### src/rtl/pwrseq_pkg.sv
package pwrseq_pkg;

   localparam int REG_AW = 8;
   localparam int REG_DW = 16;

   // script layout: power-up occupies the low entries, power-down follows
   localparam int UP_FIRST   = 0;
   localparam int DOWN_FIRST = 51;
   localparam int SCRIPT_LEN = 61;
   localparam int IDX_W      = $clog2(SCRIPT_LEN);

   typedef enum logic [2:0] {
      OP_WRITE  = 3'd0,
      OP_WAIT   = 3'd1,
      OP_PIN_HI = 3'd2,
      OP_PIN_LO = 3'd3,
      OP_END    = 3'd4
   } step_op_e;

   typedef struct packed {
      step_op_e          op;
      logic [REG_AW-1:0] arg_a;
      logic [REG_DW-1:0] arg_d;
   } step_t;

   typedef enum logic [1:0] {
      SQ_IDLE  = 2'd0,
      SQ_STEP  = 2'd1,
      SQ_WRITE = 2'd2,
      SQ_DELAY = 2'd3
   } seq_state_e;

   function automatic step_t mk_wr(input logic [REG_AW-1:0] a, input logic [REG_DW-1:0] d);
      step_t s;
      s.op    = OP_WRITE;
      s.arg_a = a;
      s.arg_d = d;
      return s;
   endfunction

   function automatic step_t mk_op(input step_op_e o, input logic [REG_DW-1:0] d);
      step_t s;
      s.op    = o;
      s.arg_a = '0;
      s.arg_d = d;
      return s;
   endfunction

endpackage

### src/rtl/pwrseq_script.sv
module pwrseq_script
   import pwrseq_pkg::*;
(
   input  logic [IDX_W-1:0] idx,
   output step_t            step
);

   // gamma table values, index 0..9
   function automatic logic [REG_DW-1:0] gamma_val(input int unsigned g);
      case (g)
         0:       return 16'h0203;
         1:       return 16'h0302;
         2, 3:    return 16'h0C08;
         4, 5:    return 16'h0707;
         6:       return 16'h0104;
         7:       return 16'h0306;
         default: return 16'h0000;
      endcase
   endfunction

   function automatic step_t lookup(input int unsigned i);
      if (i >= 3 && i <= 5)
         return mk_wr(REG_AW'(i - 1), '0);
      if (i >= 7 && i <= 11)
         return mk_wr(REG_AW'(i - 1), '0);
      if (i >= 12 && i <= 21)
         return mk_wr(REG_AW'(8'h10 + (i - 12)), '0);
      if (i >= 36 && i <= 45)
         return mk_wr(REG_AW'(8'h10 + (i - 36)), gamma_val(i - 36));
      case (i)
         0:  return mk_op(OP_PIN_HI, '0);
         1:  return mk_op(OP_WAIT, 16'd1);
         2:  return mk_wr(8'h01, 16'h001D);
         6:  return mk_wr(8'h05, 16'h40A3);
         22: return mk_op(OP_WAIT, 16'd10);
         23: return mk_wr(8'h09, 16'h4055);
         24: return mk_wr(8'h0A, 16'h0000);
         25: return mk_op(OP_WAIT, 16'd40);
         26: return mk_wr(8'h0A, 16'h2000);
         27: return mk_op(OP_WAIT, 16'd40);
         28: return mk_wr(8'h01, 16'h401D);
         29: return mk_wr(8'h02, 16'h0204);
         30: return mk_wr(8'h03, 16'h0100);
         31: return mk_wr(8'h04, 16'h1000);
         32: return mk_wr(8'h05, 16'h5033);
         33: return mk_wr(8'h06, 16'h0005);
         34: return mk_wr(8'h07, 16'h001B);
         35: return mk_wr(8'h08, 16'h0800);
         46: return mk_op(OP_WAIT, 16'd60);
         47: return mk_wr(8'h09, 16'h0A55);
         48: return mk_wr(8'h0A, 16'h111A);
         49: return mk_op(OP_WAIT, 16'd10);
         50: return mk_op(OP_END, '0);
         51: return mk_wr(8'h09, 16'h0855);
         52: return mk_op(OP_WAIT, 16'd20);
         53: return mk_wr(8'h09, 16'h0055);
         54: return mk_wr(8'h05, 16'h4033);
         55: return mk_wr(8'h0A, 16'h0000);
         56: return mk_op(OP_WAIT, 16'd20);
         57: return mk_wr(8'h09, 16'h0000);
         58: return mk_op(OP_WAIT, 16'd10);
         59: return mk_op(OP_PIN_LO, '0);
         default: return mk_op(OP_END, '0);
      endcase
   endfunction

   always_comb step = lookup(int'(idx));

endmodule

### src/rtl/pwrseq_tick.sv
module pwrseq_tick #(
   parameter int MS_CYCLES = 50000
) (
   input  logic clk,
   input  logic rst_n,
   input  logic clr,
   output logic tick
);

   if (MS_CYCLES < 1) begin : g_bad_div
      $error("pwrseq_tick: MS_CYCLES must be at least 1");
   end

   if (MS_CYCLES == 1) begin : g_every_cycle
      assign tick = 1'b1;
   end else begin : g_divider
      localparam int CW = $clog2(MS_CYCLES);
      localparam logic [CW-1:0] LAST = CW'(MS_CYCLES - 1);
      logic [CW-1:0] cnt;

      always_ff @(posedge clk or negedge rst_n) begin
         if (!rst_n)
            cnt <= '0;
         else if (clr || cnt == LAST)
            cnt <= '0;
         else
            cnt <= cnt + 1'b1;
      end

      assign tick = (cnt == LAST);
   end

endmodule

### src/rtl/pwrseq_delay.sv
module pwrseq_delay #(
   parameter int MS_CYCLES = 50000,
   parameter int WAIT_W    = 8
) (
   input  logic              clk,
   input  logic              rst_n,
   input  logic              start,
   input  logic [WAIT_W-1:0] len_ms,
   output logic              done
);

   if (WAIT_W < 1) begin : g_bad_w
      $error("pwrseq_delay: WAIT_W must be positive");
   end

   logic              tick;
   logic              busy;
   logic [WAIT_W-1:0] remain;

   // prescaler restarts with each wait, so every wait is whole milliseconds
   pwrseq_tick #(.MS_CYCLES(MS_CYCLES)) u_tick (
      .clk  (clk),
      .rst_n(rst_n),
      .clr  (start),
      .tick (tick)
   );

   always_ff @(posedge clk or negedge rst_n) begin
      if (!rst_n) begin
         busy   <= 1'b0;
         remain <= '0;
         done   <= 1'b0;
      end else begin
         done <= 1'b0;
         if (start) begin
            busy   <= 1'b1;
            remain <= len_ms;
         end else if (busy && tick) begin
            if (remain <= WAIT_W'(1)) begin
               busy <= 1'b0;
               done <= 1'b1;
            end else begin
               remain <= remain - 1'b1;
            end
         end
      end
   end

endmodule

### src/rtl/pwrseq_ctrl.sv
module pwrseq_ctrl
   import pwrseq_pkg::*;
#(
   parameter int MS_CYCLES = 50000,
   parameter int WAIT_W    = 8,
   parameter bit OFF_WINS  = 1'b1
) (
   input  logic              clk,
   input  logic              rst_n,
   input  logic              pwr_on_cmd,
   input  logic              pwr_off_cmd,
   output logic              wr_req,
   output logic [REG_AW-1:0] wr_addr,
   output logic [REG_DW-1:0] wr_data,
   input  logic              wr_done,
   output logic              panel_reset_n,
   output logic              panel_ready,
   output logic              idle
);

   localparam logic [IDX_W-1:0] UP_IDX   = IDX_W'(UP_FIRST);
   localparam logic [IDX_W-1:0] DOWN_IDX = IDX_W'(DOWN_FIRST);

   if (WAIT_W < 7 || WAIT_W > REG_DW) begin : g_bad_wait_w
      $error("pwrseq_ctrl: WAIT_W must hold 60 and fit in a step argument");
   end
   if (MS_CYCLES < 1) begin : g_bad_ms
      $error("pwrseq_ctrl: MS_CYCLES must be at least 1");
   end

   seq_state_e       state;
   logic [IDX_W-1:0] idx;
   logic             going_up;
   step_t            cur;
   logic             tmr_start;
   logic             tmr_done;
   logic             take_on;
   logic             take_off;

   // command arbitration when both arrive in the same idle cycle
   if (OFF_WINS) begin : g_off_first
      assign take_off = pwr_off_cmd;
      assign take_on  = pwr_on_cmd && !pwr_off_cmd;
   end else begin : g_on_first
      assign take_on  = pwr_on_cmd;
      assign take_off = pwr_off_cmd && !pwr_on_cmd;
   end

   pwrseq_script u_script (
      .idx (idx),
      .step(cur)
   );

   assign tmr_start = (state == SQ_STEP) && (cur.op == OP_WAIT);

   pwrseq_delay #(.MS_CYCLES(MS_CYCLES), .WAIT_W(WAIT_W)) u_delay (
      .clk   (clk),
      .rst_n (rst_n),
      .start (tmr_start),
      .len_ms(cur.arg_d[WAIT_W-1:0]),
      .done  (tmr_done)
   );

   always_ff @(posedge clk or negedge rst_n) begin
      if (!rst_n) begin
         state         <= SQ_IDLE;
         idx           <= '0;
         going_up      <= 1'b0;
         wr_req        <= 1'b0;
         wr_addr       <= '0;
         wr_data       <= '0;
         panel_reset_n <= 1'b0;
         panel_ready   <= 1'b0;
      end else begin
         unique case (state)
            SQ_IDLE: begin
               if (take_off) begin
                  state       <= SQ_STEP;
                  idx         <= DOWN_IDX;
                  going_up    <= 1'b0;
                  panel_ready <= 1'b0;
               end else if (take_on) begin
                  state       <= SQ_STEP;
                  idx         <= UP_IDX;
                  going_up    <= 1'b1;
                  panel_ready <= 1'b0;
               end
            end
            SQ_STEP: begin
               case (cur.op)
                  OP_WRITE: begin
                     wr_req  <= 1'b1;
                     wr_addr <= cur.arg_a;
                     wr_data <= cur.arg_d;
                     state   <= SQ_WRITE;
                  end
                  OP_WAIT: state <= SQ_DELAY;
                  OP_PIN_HI: begin
                     panel_reset_n <= 1'b1;
                     idx           <= idx + 1'b1;
                  end
                  OP_PIN_LO: begin
                     panel_reset_n <= 1'b0;
                     idx           <= idx + 1'b1;
                  end
                  default: begin
                     state       <= SQ_IDLE;
                     panel_ready <= going_up;
                  end
               endcase
            end
            SQ_WRITE: begin
               if (wr_done) begin
                  wr_req <= 1'b0;
                  idx    <= idx + 1'b1;
                  state  <= SQ_STEP;
               end
            end
            SQ_DELAY: begin
               if (tmr_done) begin
                  idx   <= idx + 1'b1;
                  state <= SQ_STEP;
               end
            end
            default: state <= SQ_IDLE;
         endcase
      end
   end

   assign idle = (state == SQ_IDLE);

endmodule

### config.mk
export PLATFORM = sky130hd
export DESIGN_NAME = pwrseq_ctrl
export DESIGN_NICKNAME = d
export VERILOG_FILES = /design/src/rtl/pwrseq_pkg.sv /design/src/rtl/pwrseq_script.sv /design/src/rtl/pwrseq_tick.sv /design/src/rtl/pwrseq_delay.sv /design/src/rtl/pwrseq_ctrl.sv
export SDC_FILE = /design/constraint.sdc
export NUM_CORES = 1
export LEC_CHECK = 0
export BUFFER_PORTS_ARGS = -buffer_cell sky130_fd_sc_hd__buf_2
export CELL_PAD_IN_SITES_DETAIL_PLACEMENT = 1
export CELL_PAD_IN_SITES_GLOBAL_PLACEMENT = 2
export CORE_MARGIN = 2
export CORE_UTILIZATION = 37
export DETAILED_ROUTE_END_ITERATION = 8
export PLACE_DENSITY_LB_ADDON = 0.1
export SYNTH_ARGS = -nofsm -noshare
export SYNTH_HDL_FRONTEND = slang
export SYNTH_SLANG_ARGS = --single-unit
### constraint.sdc
create_clock -name clk -period 3.25 [get_ports clk]
set_input_delay 0.65 -clock clk [delete_from_list [all_inputs] [get_ports clk]]
set_output_delay 0.65 -clock clk [all_outputs]
set_load 0.03 [all_outputs]
==> results of run 1 <==
## worst paths after layout
path	slack, ps	endpoint	cells after the start	from
min	460	wr_addr[7]	2	rst_n
min reg2reg	460	u_delay.u_tick.g_divider.cnt[0]	1	u_delay.u_tick.g_divider.cnt[0]
max in group asynchronous	2250	u_delay.done	2	rst_n
max reg2reg	330	panel_ready	10	idx[0]
min in group clk	460	u_delay.u_tick.g_divider.cnt[0]	1	u_delay.u_tick.g_divider.cnt[0]
max	330	panel_ready	10	idx[0]
## cells by family after synthesis
group / Yosys count / share of synthesized area
buffers and inverters: 49 / 0.0535
adders and majority gates: 25 / 0.0686
other: 1 / 0.000823
AOI/OAI and AO/OA: 160 / 0.237
and+or+nand+nor: 209 / 0.224
xor gates and xnor gates: 29 / 0.0557
muxes: 11 / 0.0253
DFF: 61 / 0.335
## metal layers
metal  up-vias  wire length (um)  GRT usage
met1      2101              7150      0.339
met4         0               156     0.0530
met3        13               637     0.0343
met2        98              6790      0.384
li1       2042                 -          -
met5         -                 0          0
## state kept, by name, summed over array words and instances (netlist names)
name / flops
u_delay.u_tick.g_divider.cnt: 16
wr_data: 15
u_delay.remain: 8
wr_addr: 8
idx: 6
state: 2
going_up: 1
panel_ready: 1
panel_reset_n: 1
u_delay.busy: 1
u_delay.done: 1
wr_req: 1
## final cells by class
cell class	count	area, sq um
multi-input combinational	435	2790
fill	1452	6700
tap	147	184
inverter	15	56.3
clock inverter	5	52.6
sequential	61	1530
timing repair buffer	72	475
clock buffer	10	229
## cell usage in the layout (no fill, tap or decap), drive strengths merged, types with 3 or more instances in the layout
cell / count
buf: 72
nor2: 65
nand2: 64
dfrtp: 61
o21ai: 44
a21oi: 38
ha: 25
xnor2: 16
nand3: 15
inv: 14
xor2: 13
nor3: 13
nor2b: 11
o31ai: 11
clkbuf: 10
a31oi: 9
a211oi: 8
and2: 7
mux2i: 7
nand2b: 6
o211ai: 6
a21o: 6
nand4: 5
a221oi: 5
a22oi: 4
clkinv: 4
or2: 4
mux2: 4
o221ai: 3
and3: 3
or3: 3
o21bai: 3
nor4: 3
o311ai: 3
## synth_stat cells, types with 3 or more instances
library cell | count | area share
nand2_1 | 63 | 0.052
nor2_1 | 63 | 0.052
dfrtp_1 | 61 | 0.33
a21oi_1 | 37 | 0.041
o21ai_0 | 28 | 0.031
ha_1 | 25 | 0.069
xnor2_1 | 16 | 0.031
nand3_1 | 15 | 0.016
inv_1 | 14 | 0.012
o21ai_1 | 14 | 0.015
xor2_1 | 13 | 0.025
buf_2 | 12 | 0.013
clkbuf_1 | 11 | 0.0091
nor2b_1 | 11 | 0.015
nor3_1 | 11 | 0.012
o31ai_1 | 10 | 0.016
a31oi_1 | 9 | 0.012
a211oi_1 | 7 | 0.012
and2_1 | 7 | 0.0096
mux2i_1 | 7 | 0.015
a21o_1 | 6 | 0.0099
buf_4 | 6 | 0.0099
nand2b_1 | 6 | 0.0082
o211ai_1 | 6 | 0.0099
a221oi_1 | 5 | 0.0096
nand4_1 | 5 | 0.0069
a22oi_1 | 3 | 0.0049
and3_1 | 3 | 0.0041
buf_6 | 3 | 0.0074
o21bai_1 | 3 | 0.0049
o221ai_1 | 3 | 0.0058
or3_1 | 3 | 0.0041
## power breakdown
group          switching, mW  total, mW  internal, mW  leakage [nW]
sequential             0.242       1.25          1.01         0.796
clock                  0.336      0.920         0.584         0.138
combinational           2.60       4.10          1.50          1.45
total                   3.17       6.27          3.09          2.39
## critical path, delay by kind of cell, from the launching register on
kind / cells / cell delay [ps]
simple gates: 3 / 860
flops: 1 / 460
fa+ha+maj: 1 / 340
buf+inv: 3 / 550
compound gates: 3 / 580
==> tab_implementation.tex, run 1 <==
\begin{tabular}{lr}
\hline
Metric & Value \\
\hline
\multicolumn{2}{l}{\textbf{Detailed routing}} \\
Number of nets with antenna violations after detailed routing & 0 \\
WL/cell & 19.8 um \\
Drt first-iter violations & 292 \\
Number of remaining DRC errors & 0 \\
Wire length reported by the detailed router & 14700 um \\
Via/cell ratio & 5.71 \\
Count of TritonRoute iterations in the first routing pass & 5 \\
Via count & 4254 \\
\multicolumn{2}{l}{\textbf{Place}} \\
Setup slack after placement & 401 ps \\
Placed Instance Area & 5030 sq um \\
Final HPWL DP & 11000 um \\
Number of buffers inserted by port buffering & 31 \\
Final GP Congestion & 0.915 \\
Total instance count after detailed placement & 730 \\
\multicolumn{2}{l}{\textbf{Worst setup path}} \\
Slowest CP cell & dfrtp\_1 \\
Worst Path Max Fanout & 7 \\
Worst setup SP type & flip-flop \\
Type of the worst setup path & flip-flop to flip-flop \\
Setup crit end kind & flip-flop \\
Endpoint required time on the critical path & 3470 ps \\
Ordered cell list for the critical path & inv\_1 > ha\_1 > nor2b\_1 > o21ai\_1 > a211oi\_4 > buf\_4 > nand3\_1 > nor4\_1 > buf\_4 > o21ai\_0 \\
Crit-path max cell delay & 460 ps \\
Cell mode on critical path & buf\_4 \\
Arrival time of data at the critical path endpoint & 3130 ps \\
\multicolumn{2}{l}{\textbf{Layout}} \\
Share of cells above drive strength 1 & 0.177 \\
Final net count & 624 \\
Count of placed standard cells in the final layout, fillers left out & 745 \\
Layout area overhead & 16.5\% \\
Utilization of the core after routing & 0.442 \\
Fin area & 5310 sq um \\
Number of diodes & 0 \\
\multicolumn{2}{l}{\textbf{Pwr}} \\
PnR Total Power & 6.27 mW \\
Power density cells & 1180 nW/um\^{}2 \\
Leakage power & 2.39 nW \\
Peak supply drop & 0.000450 V \\
\multicolumn{2}{l}{\textbf{Clocking}} \\
Clock latency on the worst-skew pair & 330 ps \\
TritonCTS clock tree & yes \\
Setup Buffers After CTS & 0 \\
Sinks on Clock Net & 61 \\
Cts bufs inserted & 9 \\
CTS-repair resized insts & 0 \\
Register clock-pin slew on the reported worst setup and hold paths & 50 ps \\
Max H-tree Level & 3 \\
Clk Tree Root Cell & clkbuf\_16 \\
CTS Buffer Depth & 2 \\
Hold bufs inserted after CTS & 0 \\
\multicolumn{2}{l}{\textbf{Status}} \\
Status & finished, final reports clean \\
\multicolumn{2}{l}{\textbf{Timing}} \\
Slack of the critical path & 335 ps \\
Final Max Slew Viols & 0 \\
Timing-limited maximum frequency & 0.343 GHz \\
Unrepaired setup endpoints after global routing & no \\
Setup\_tns & 0 ps \\
Final Critical Period & 2920 ps \\
Hold Worst Slack & 462 ps \\
Number of setup violations in the final report & 0 \\
Hold violation count in the final report & 0 \\
Worst Skew & 9.22 ps \\
Crit share post-route & 0.897 \\
Worst slew margin relative to its limit & 0.481 \\
Transition at the pin with the smallest max-transition slack & 778 ps \\
\multicolumn{2}{l}{\textbf{Synthesis}} \\
Seq cells post-synth & 61 \\
Top flip-flop cell by instance count after synthesis & dfrtp\_1 \\
Net count after synthesis & 575 \\
Mapped cell area & 4560 sq um \\
Number of synthesized flops with an enable pin & 0 \\
Synth warn & 0 \\
Instance count of the mapped netlist & 545 \\
Synthesized area per cell & 8.36 sq um \\
Distinct cell type count after synthesis & 79 \\
Share of synthesized registers carrying an async set or reset & 1.00 \\
Sequential area share after synthesis & 0.335 \\
\multicolumn{2}{l}{\textbf{GRT}} \\
Pin count of the biggest net entering global routing & 62 \\
Antenna violations before repair & 0 \\
Global-route wire length before repair & 24300 um \\
Grt ovf & 0 \\
Via count of the first global-routing pass & 4350 \\
Total track usage & 0.238 \\
\multicolumn{2}{l}{\textbf{Die}} \\
Count of pins on the block boundary & 33 \\
Vertical die dimension & 115 um \\
Std-Cell Core Area & 12000 sq um \\
Chip Width & 115 um \\
\# rows & 40 \\
Full die area & 13200 sq um \\
Effective utilization at floorplan & 0.379 \\
\multicolumn{2}{l}{\textbf{Hold path}} \\
Hold WC Path Type & input port to async pin \\
\multicolumn{2}{l}{\textbf{Flow run}} \\
Max capacitance violation total & 0 \\
\hline
\end{tabular}
No activity file was read; power rests on OpenSTA's default activity.
==> run 2: changes to the inputs <==
- RECOVER_POWER: default -> 25
==> run 2 against run 1 <==
  * The run now ends with max-capacitance violations, max-slew violations left
  * Core utilization barely moved
  * Fmax barely moved
  * Design area barely moved
  * Sequential power barely moved
  * Wire length barely moved
  * Worst setup slack barely moved
  * Sequential share of layout area barely moved
  * Register-to-register slack barely moved
  * Via count did not move
  * Critical endpoint unchanged
  * Largest cell class unchanged
  * Largest power group unchanged
  * Highest routed layer unchanged
==> tab_implementation.tex, run 2 (synthesis gave the netlist of run 1 again) <==
\begin{tabular}{lr}
\hline
Metric & Value \\
\hline
\multicolumn{2}{l}{\textbf{GRT}} \\
Total track usage & 0.238 (unchanged) \\
Pin count of the biggest net entering global routing & 62 (unchanged) \\
Grt ovf & 0 (unchanged) \\
Via count of the first global-routing pass & 4350 (unchanged) \\
Global-route wire length before repair & 24300 um (unchanged) \\
Antenna violations before repair & 0 (unchanged) \\
\multicolumn{2}{l}{\textbf{Layout}} \\
Register ranked first by flip-flop count & u\_delay.u\_tick.g\_divider.cnt \\
Utilization of the core after routing & 0.442 (about the same) \\
Number of diodes & 0 (unchanged) \\
Flip-flop count of the largest register, all copies and words added & 16 (unchanged) \\
Share of cells above drive strength 1 & 0.177 (unchanged) \\
Layout area overhead & 16.5\% (about the same) \\
Largest registers ranked by flip-flop count & u\_delay.u\_tick.g\_divider.cnt: 16 flops, wr\_data: 15 flops \\
Commonest non-fill, non-tap cells in the layout & 63 x nor2\_1, 63 x nand2\_1, 61 x dfrtp\_1, 39 x buf\_4, 37 x a21oi\_1 \\
Final net count & 624 (unchanged) \\
\multicolumn{2}{l}{\textbf{Worst setup path}} \\
Number of buffer and inverter instances along the worst setup path & 3 (unchanged) \\
Arrival time of data at the critical path endpoint & 3130 ps (about the same) \\
Endpoint required time on the critical path & 3470 ps (about the same) \\
Ordered cell list for the critical path & inv\_1 > ha\_1 > nor2b\_1 > o21ai\_1 > a211oi\_4 > buf\_4 > nand3\_1 > nor4\_1 > buf\_4 > o21ai\_0 \\
Crit-path max cell delay & 460 ps (about the same) \\
Slowest CP cell & dfrtp\_1 \\
Cell mode on critical path & buf\_4 \\
Largest delay contributor family on the critical path & simple AND/OR/NAND/NOR gates \\
Setup crit end kind & flip-flop \\
Worst setup SP type & flip-flop \\
Type of the worst setup path & flip-flop to flip-flop \\
Worst Path Max Fanout & 7 (unchanged) \\
\multicolumn{2}{l}{\textbf{Pwr}} \\
Leakage power & 2.39 nW (about the same) \\
Peak supply drop & 0.000450 V (about the same) \\
Power density cells & 1180 nW/um\^{}2 (about the same) \\
\multicolumn{2}{l}{\textbf{Die}} \\
\# rows & 40 (unchanged) \\
Vertical die dimension & 115 um (unchanged) \\
Count of pins on the block boundary & 33 (unchanged) \\
Effective utilization at floorplan & 0.379 (unchanged) \\
Chip Width & 115 um (unchanged) \\
Full die area & 13200 sq um (unchanged) \\
Std-Cell Core Area & 12000 sq um (unchanged) \\
\multicolumn{2}{l}{\textbf{Clocking}} \\
Sinks on Clock Net & 61 (unchanged) \\
Cts bufs inserted & 9 (unchanged) \\
Setup Buffers After CTS & 0 (unchanged) \\
Max H-tree Level & 3 (unchanged) \\
Register clock-pin slew on the reported worst setup and hold paths & 50 ps (about the same) \\
CTS-repair resized insts & 0 (unchanged) \\
Clk Tree Root Cell & clkbuf\_16 \\
Clock latency on the worst-skew pair & 330 ps (about the same) \\
TritonCTS clock tree & yes \\
CTS Buffer Depth & 2 (unchanged) \\
Hold bufs inserted after CTS & 0 (unchanged) \\
\multicolumn{2}{l}{\textbf{Timing}} \\
Unrepaired setup endpoints after global routing & no \\
Crit share post-route & 0.897 (about the same) \\
Timing-limited maximum frequency & 0.343 GHz (about the same) \\
Worst slew margin relative to its limit & -0.00475 (-0.486) \\
Number of setup violations in the final report & 0 (unchanged) \\
Setup\_tns & 0 ps (unchanged) \\
Hold violation count in the final report & 0 (unchanged) \\
Transition at the pin with the smallest max-transition slack & 1510 ps (+729 ps) \\
Final Critical Period & 2920 ps (-0.275 ps) \\
Worst Skew & 9.22 ps (-0.000750 ps) \\
Final Max Slew Viols & 61 (+61) \\
\multicolumn{2}{l}{\textbf{Place}} \\
Number of buffers inserted by port buffering & 31 (unchanged) \\
Final GP Congestion & 0.915 (unchanged) \\
Final HPWL DP & 11000 um (unchanged) \\
\multicolumn{2}{l}{\textbf{Status}} \\
Status & complete, but fails checks \\
Violated checks & max-capacitance violations, max-slew violations \\
\multicolumn{2}{l}{\textbf{Detailed routing}} \\
Number of remaining DRC errors & 0 (unchanged) \\
Drt first-iter violations & 292 (unchanged) \\
Via/cell ratio & 5.71 (unchanged) \\
Count of TritonRoute iterations in the first routing pass & 4 (-1) \\
Number of nets with antenna violations after detailed routing & 0 (unchanged) \\
WL/cell & 19.8 um (about the same) \\
Wire length reported by the detailed router & 14700 um (about the same) \\
Via count & 4254 (unchanged) \\
\multicolumn{2}{l}{\textbf{Hold path}} \\
Hold WC Path Type & flip-flop to flip-flop \\
\multicolumn{2}{l}{\textbf{Flow run}} \\
Max capacitance violation total & 1 (+1) \\
\hline
\end{tabular}
==> run 2: path summary, 6_finish.rpt <==
kind	start	end	slack [ps]	cells after the start
setup / recovery	idx[0]	panel_ready	330	10
setup reg to reg	idx[0]	panel_ready	330	10
max in group asynchronous	rst_n	u_delay.done	1570	2
min in group asynchronous	rst_n	wr_addr[7]	750	2
hold / removal	u_delay.u_tick.g_divider.cnt[0]	u_delay.u_tick.g_divider.cnt[0]	460	1
hold reg to reg	u_delay.u_tick.g_divider.cnt[0]	u_delay.u_tick.g_divider.cnt[0]	460	1
==> run 2: per-stage QoR <==
| step | worst slack (ps) | cells | hold WS, ps | power [mW] | area (sq um) |
|---|---|---|---|---|---|
| 2_1_floorplan | 316 | 545 | 354 | 3.93 | 4560 |
| 3_3_place_gp | 449 | 730 | 446 | 5.30 | 5030 |
| 3_5_place_dp | 401 | 730 | 461 | 5.33 | 5030 |
| 4_1_cts | 326 | 745 | 471 | 6.29 | 5310 |
| 5_1_grt | 146 | 745 | 485 | 6.80 | 5310 |
| 6_report | 335 | 745 | 463 | 6.27 | 5310 |
==> run 2: metal layers <==
| layer | global-route usage | share of wire |
|---|---|---|
| met4 | 0.0530 | 0.011 |
| met5 | 0 | 0 |
| met1 | 0.339 | 0.49 |
| met3 | 0.0343 | 0.044 |
| met2 | 0.384 | 0.46 |
==> run 2: final cells by class <==
cell class                 count  area (sq um)
fill                        1452          6700
clock inverter                 5          52.6
inverter                      15          56.3
timing repair buffer          72           473
multi-input combinational    435          2790
sequential                    61          1530
tap                          147           184
clock buffer                  10           229
==> run 2: power breakdown <==
group / leakage (nW) / switching (mW) / internal, mW / total, mW
Sequential: 0.796 / 0.243 / 1.01 / 1.25
Clock: 0.138 / 0.336 / 0.584 / 0.920
Combinational: 1.45 / 2.59 / 1.50 / 4.09
Total: 2.39 / 3.17 / 3.09 / 6.27
==> run 3: changes to the inputs <==
- ABC_AREA: default -> 1
- CORE_UTILIZATION: 37 -> 35
==> run 3 against run 2 <==
  * The run still ends with max-capacitance violations, max-slew violations left
  * Area after synthesis rose by 3.7%
  * Core utilization fell by 3.2 points
  * First-iteration DRC count rose by 16%
  * Wire length rose by 15%
  * Worst setup slack got worse by 23 ps
  * Highest routed layer unchanged
==> tab_implementation.tex, run 3 <==
\begin{tabular}{lr}
\hline
Metric & Value \\
\hline
\multicolumn{2}{l}{\textbf{Die}} \\
Full die area & 14400 sq um (+9.2\%) \\
Std-Cell Core Area & 13200 sq um (+9.8\%) \\
Effective utilization at floorplan & 0.358 (-0.0213) \\
Vertical die dimension & 120 um (+4.5\%) \\
Count of pins on the block boundary & 33 (unchanged) \\
Chip Width & 120 um (+4.5\%) \\
\# rows & 42 (+5.0\%) \\
\multicolumn{2}{l}{\textbf{Layout}} \\
Register ranked first by flip-flop count & u\_delay.u\_tick.g\_divider.cnt \\
Largest registers ranked by flip-flop count & u\_delay.u\_tick.g\_divider.cnt: 16 flops, wr\_data: 15 flops \\
Utilization of the core after routing & 0.410 (-0.0316) \\
Layout area overhead & 14.6\% \\
Flip-flop count of the largest register, all copies and words added & 16 (unchanged) \\
Final-layout fill cell count & 1728 (+19\%) \\
Share of cells above drive strength 1 & 0.145 (-0.0321) \\
Fin area & 5410 sq um (+2.0\%) \\
Most common cell after layout, fill and taps aside & nand2\_1 \\
Number of diodes & 0 (unchanged) \\
Final net count & 769 (+23\%) \\
Commonest non-fill, non-tap cells in the layout & 218 x nand2\_1, 65 x nor2\_1, 63 x inv\_1, 63 x nand3\_1, 60 x dfrtp\_1 \\
\multicolumn{2}{l}{\textbf{Clocking}} \\
Cts bufs inserted & 9 (unchanged) \\
Clk Tree Root Cell & clkbuf\_16 \\
TritonCTS clock tree & yes \\
Register clock-pin slew on the reported worst setup and hold paths & 60 ps (about the same) \\
Hold bufs inserted after CTS & 0 (unchanged) \\
CTS Buffer Depth & 2 (unchanged) \\
Sinks on Clock Net & 61 (unchanged) \\
Max H-tree Level & 3 (unchanged) \\
Clock latency on the worst-skew pair & 340 ps (about the same) \\
Setup Buffers After CTS & 0 (unchanged) \\
\multicolumn{2}{l}{\textbf{Timing}} \\
Transition at the pin with the smallest max-transition slack & 1590 ps (+86.0 ps) \\
Slack of the critical path & 312 ps (-23.2 ps) \\
Timing-limited maximum frequency & 0.340 GHz (-0.79\%) \\
Hold violation count in the final report & 0 (unchanged) \\
Worst Skew & 10.2 ps (+0.987 ps) \\
Unrepaired setup endpoints after global routing & no \\
Worst slew margin relative to its limit & -0.0621 (-0.0574) \\
Final Max Slew Viols & 62 (+1.6\%) \\
Number of setup violations in the final report & 0 (unchanged) \\
Crit share post-route & 0.904 (+0.00714) \\
Final Critical Period & 2940 ps (+23.2 ps) \\
\multicolumn{2}{l}{\textbf{Detailed routing}} \\
Via count & 4866 (+14\%) \\
Detail Route met2 WL & 7250 um (+7.2\%) \\
Wire length reported by the detailed router & 16900 um (+15\%) \\
Detailed-routing wirelength on met1 & 8470 um (+19\%) \\
Count of TritonRoute iterations in the first routing pass & 5 (+1) \\
Number of remaining DRC errors & 0 (unchanged) \\
Highest metal layer used by the detailed router & met4 \\
Number of nets with antenna violations after detailed routing & 0 (unchanged) \\
Via/cell ratio & 5.29 (-7.4\%) \\
Detailed route wirelength on metal3 & 899 um (+39\%) \\
Drt first-iter violations & 338 (+16\%) \\
WL/cell & 18.4 um (-7.0\%) \\
\multicolumn{2}{l}{\textbf{Synthesis}} \\
Distinct cell type count after synthesis & 44 (-44\%) \\
Synthesized area per cell & 6.78 sq um (-19\%) \\
Number of synthesized flops with an enable pin & 0 (unchanged) \\
Seq cells post-synth & 61 (unchanged) \\
Most common library cells after synthesis & 218 x nand2\_1, 65 x nor2\_1, 63 x inv\_1, 63 x nand3\_1, 61 x dfrtp\_1 \\
Most frequent cell after synthesis & nand2\_1 \\
Cell accounting for the most synthesized area & dfrtp\_1 \\
Largest cells by area after synthesis & dfrtp\_1 32\%, nand2\_1 17\%, nand3\_1 6.7\% \\
Area share of the largest cell type after synthesis & 0.323 (-0.0118) \\
Mapped cell area & 4720 sq um (+3.7\%) \\
Share of synthesized registers carrying an async set or reset & 1.00 (unchanged) \\
Net count after synthesis & 727 (+26\%) \\
Synth warn & 0 (unchanged) \\
Instance count of the mapped netlist & 697 (+28\%) \\
Sequential area share after synthesis & 0.323 (-0.0118) \\
Top flip-flop cell by instance count after synthesis & dfrtp\_1 \\
\multicolumn{2}{l}{\textbf{Place}} \\
Final GP Congestion & 0.985 (+7.6\%) \\
Setup slack after placement & -224 ps (-626 ps) \\
Number of buffers inserted by port buffering & 31 (unchanged) \\
Placed Instance Area & 5130 sq um (+2.0\%) \\
Final HPWL DP & 12900 um (+17\%) \\
\multicolumn{2}{l}{\textbf{GRT}} \\
Total track usage & 0.242 (+0.00393) \\
Pin count of the biggest net entering global routing & 62 (unchanged) \\
Via count of the first global-routing pass & 4800 (+10\%) \\
Antenna violations before repair & 0 (unchanged) \\
Grt ovf & 0 (unchanged) \\
Global-route wire length before repair & 26900 um (+10\%) \\
\multicolumn{2}{l}{\textbf{Flow run}} \\
Max capacitance violation total & 1 (unchanged) \\
\multicolumn{2}{l}{\textbf{Worst setup path}} \\
Number of buffer and inverter instances along the worst setup path & 2 (-1) \\
Endpoint required time on the critical path & 3470 ps (about the same) \\
Ordered cell list for the critical path & inv\_1 > ha\_1 > nand2\_1 > nand2\_2 > nand2\_2 > nand2\_2 > inv\_1 > nand2\_1 > nor2\_2 > nor2\_4 > nand2\_2 > nand2\_2 > nor2\_1 \\
Slowest CP cell & dfrtp\_2 \\
Largest delay contributor family on the critical path & simple AND/OR/NAND/NOR gates \\
Setup crit end kind & flip-flop \\
Crit-path max cell delay & 490 ps (+30 ps) \\
Arrival time of data at the critical path endpoint & 3150 ps (+20 ps) \\
Cell mode on critical path & nand2\_2 \\
Worst setup SP type & flip-flop \\
Worst Path Max Fanout & 14 (+7) \\
Type of the worst setup path & flip-flop to flip-flop \\
\multicolumn{2}{l}{\textbf{Pwr}} \\
Power density cells & 1200 nW/um\^{}2 (+1.8\%) \\
Leakage power & 2.82 nW (+18\%) \\
PnR Total Power & 6.51 mW (+3.8\%) \\
Peak supply drop & 0.000327 V (-27\%) \\
\multicolumn{2}{l}{\textbf{Status}} \\
Status & complete, but fails checks \\
Violated checks & max-capacitance violations, max-slew violations \\
\multicolumn{2}{l}{\textbf{Hold path}} \\
Hold WC Path Type & flip-flop to flip-flop \\
\hline
\end{tabular}
-- run 3: metal layers --
layer / GRT usage / vias to the layer above
met5: 0 / -
met2: 0.357 / 141
met1: 0.366 / 2371
met4: 0.0581 / 0
met3: 0.0420 / 20
li1: - / 2334
-- run 3: cells by family (layout without fill, tap and decap cells) --
kind of cell    Yosys count  after routing  share of synthesized area
fa+ha+maj                25             25                     0.0662
xor+xnor                 16             16                     0.0297
flops                    61             61                      0.323
compound gates          101            101                      0.125
other cells               1              1                   0.000794
simple gates            399            400                      0.369
buf+inv                  94            140                     0.0861
-- run 3: area by class of cell --
class | instances | area [sq um] | area share
tap | 176 | 220 | 0.0407
inverter | 70 | 265 | 0.0490
clock buffer | 9 | 225 | 0.0416
multi-input combinational | 543 | 2800 | 0.518
clock inverter | 7 | 50.0 | 0.00925
timing repair buffer | 54 | 322 | 0.0594
sequential | 61 | 1530 | 0.282
-- run 3: metrics by stage --
stage	cells	setup TNS (ps)	hold slack (ps)
4_1_cts	919	0	460
5_1_grt	920	0	475
2_1_floorplan	697	0	354
3_5_place_dp	903	-4110	452
3_3_place_gp	903	0	446
6_report	920	0	456
-- run 3: path summary, 6_finish.rpt --
kind	start	to	slack, ps	cells after the start
max	idx[1]	u_delay.u_tick.g_divider.cnt[12]	310	13
min	u_delay.u_tick.g_divider.cnt[0]	u_delay.u_tick.g_divider.cnt[0]	460	1
max reg2reg	idx[1]	u_delay.u_tick.g_divider.cnt[12]	310	13
min reg2reg	u_delay.u_tick.g_divider.cnt[0]	u_delay.u_tick.g_divider.cnt[0]	460	1
max in group asynchronous	rst_n	idx[1]	1390	2
min in group asynchronous	rst_n	wr_addr[3]	780	2
-- run 3: repair_timing --
action                     4_1_cts  5_1_grt
setup endpoints to repair       24       29
pin swaps                        0        1
resized for setup                1        3
gates cloned                     0        1
-- run 3: worst register-to-register path, delay by kind of cell, from the launching register on --
family | cells | cell delay (ps)
adders and majority gates | 1 | 370
DFF | 1 | 490
buffers and inverters | 2 | 340
and+or+nand+nor | 10 | 1620
-- run 3: power breakdown --
part           total, mW  switching, mW  internal (mW)
clock              0.902          0.384          0.518
combinational       4.37           3.08           1.29
sequential          1.24          0.215           1.02
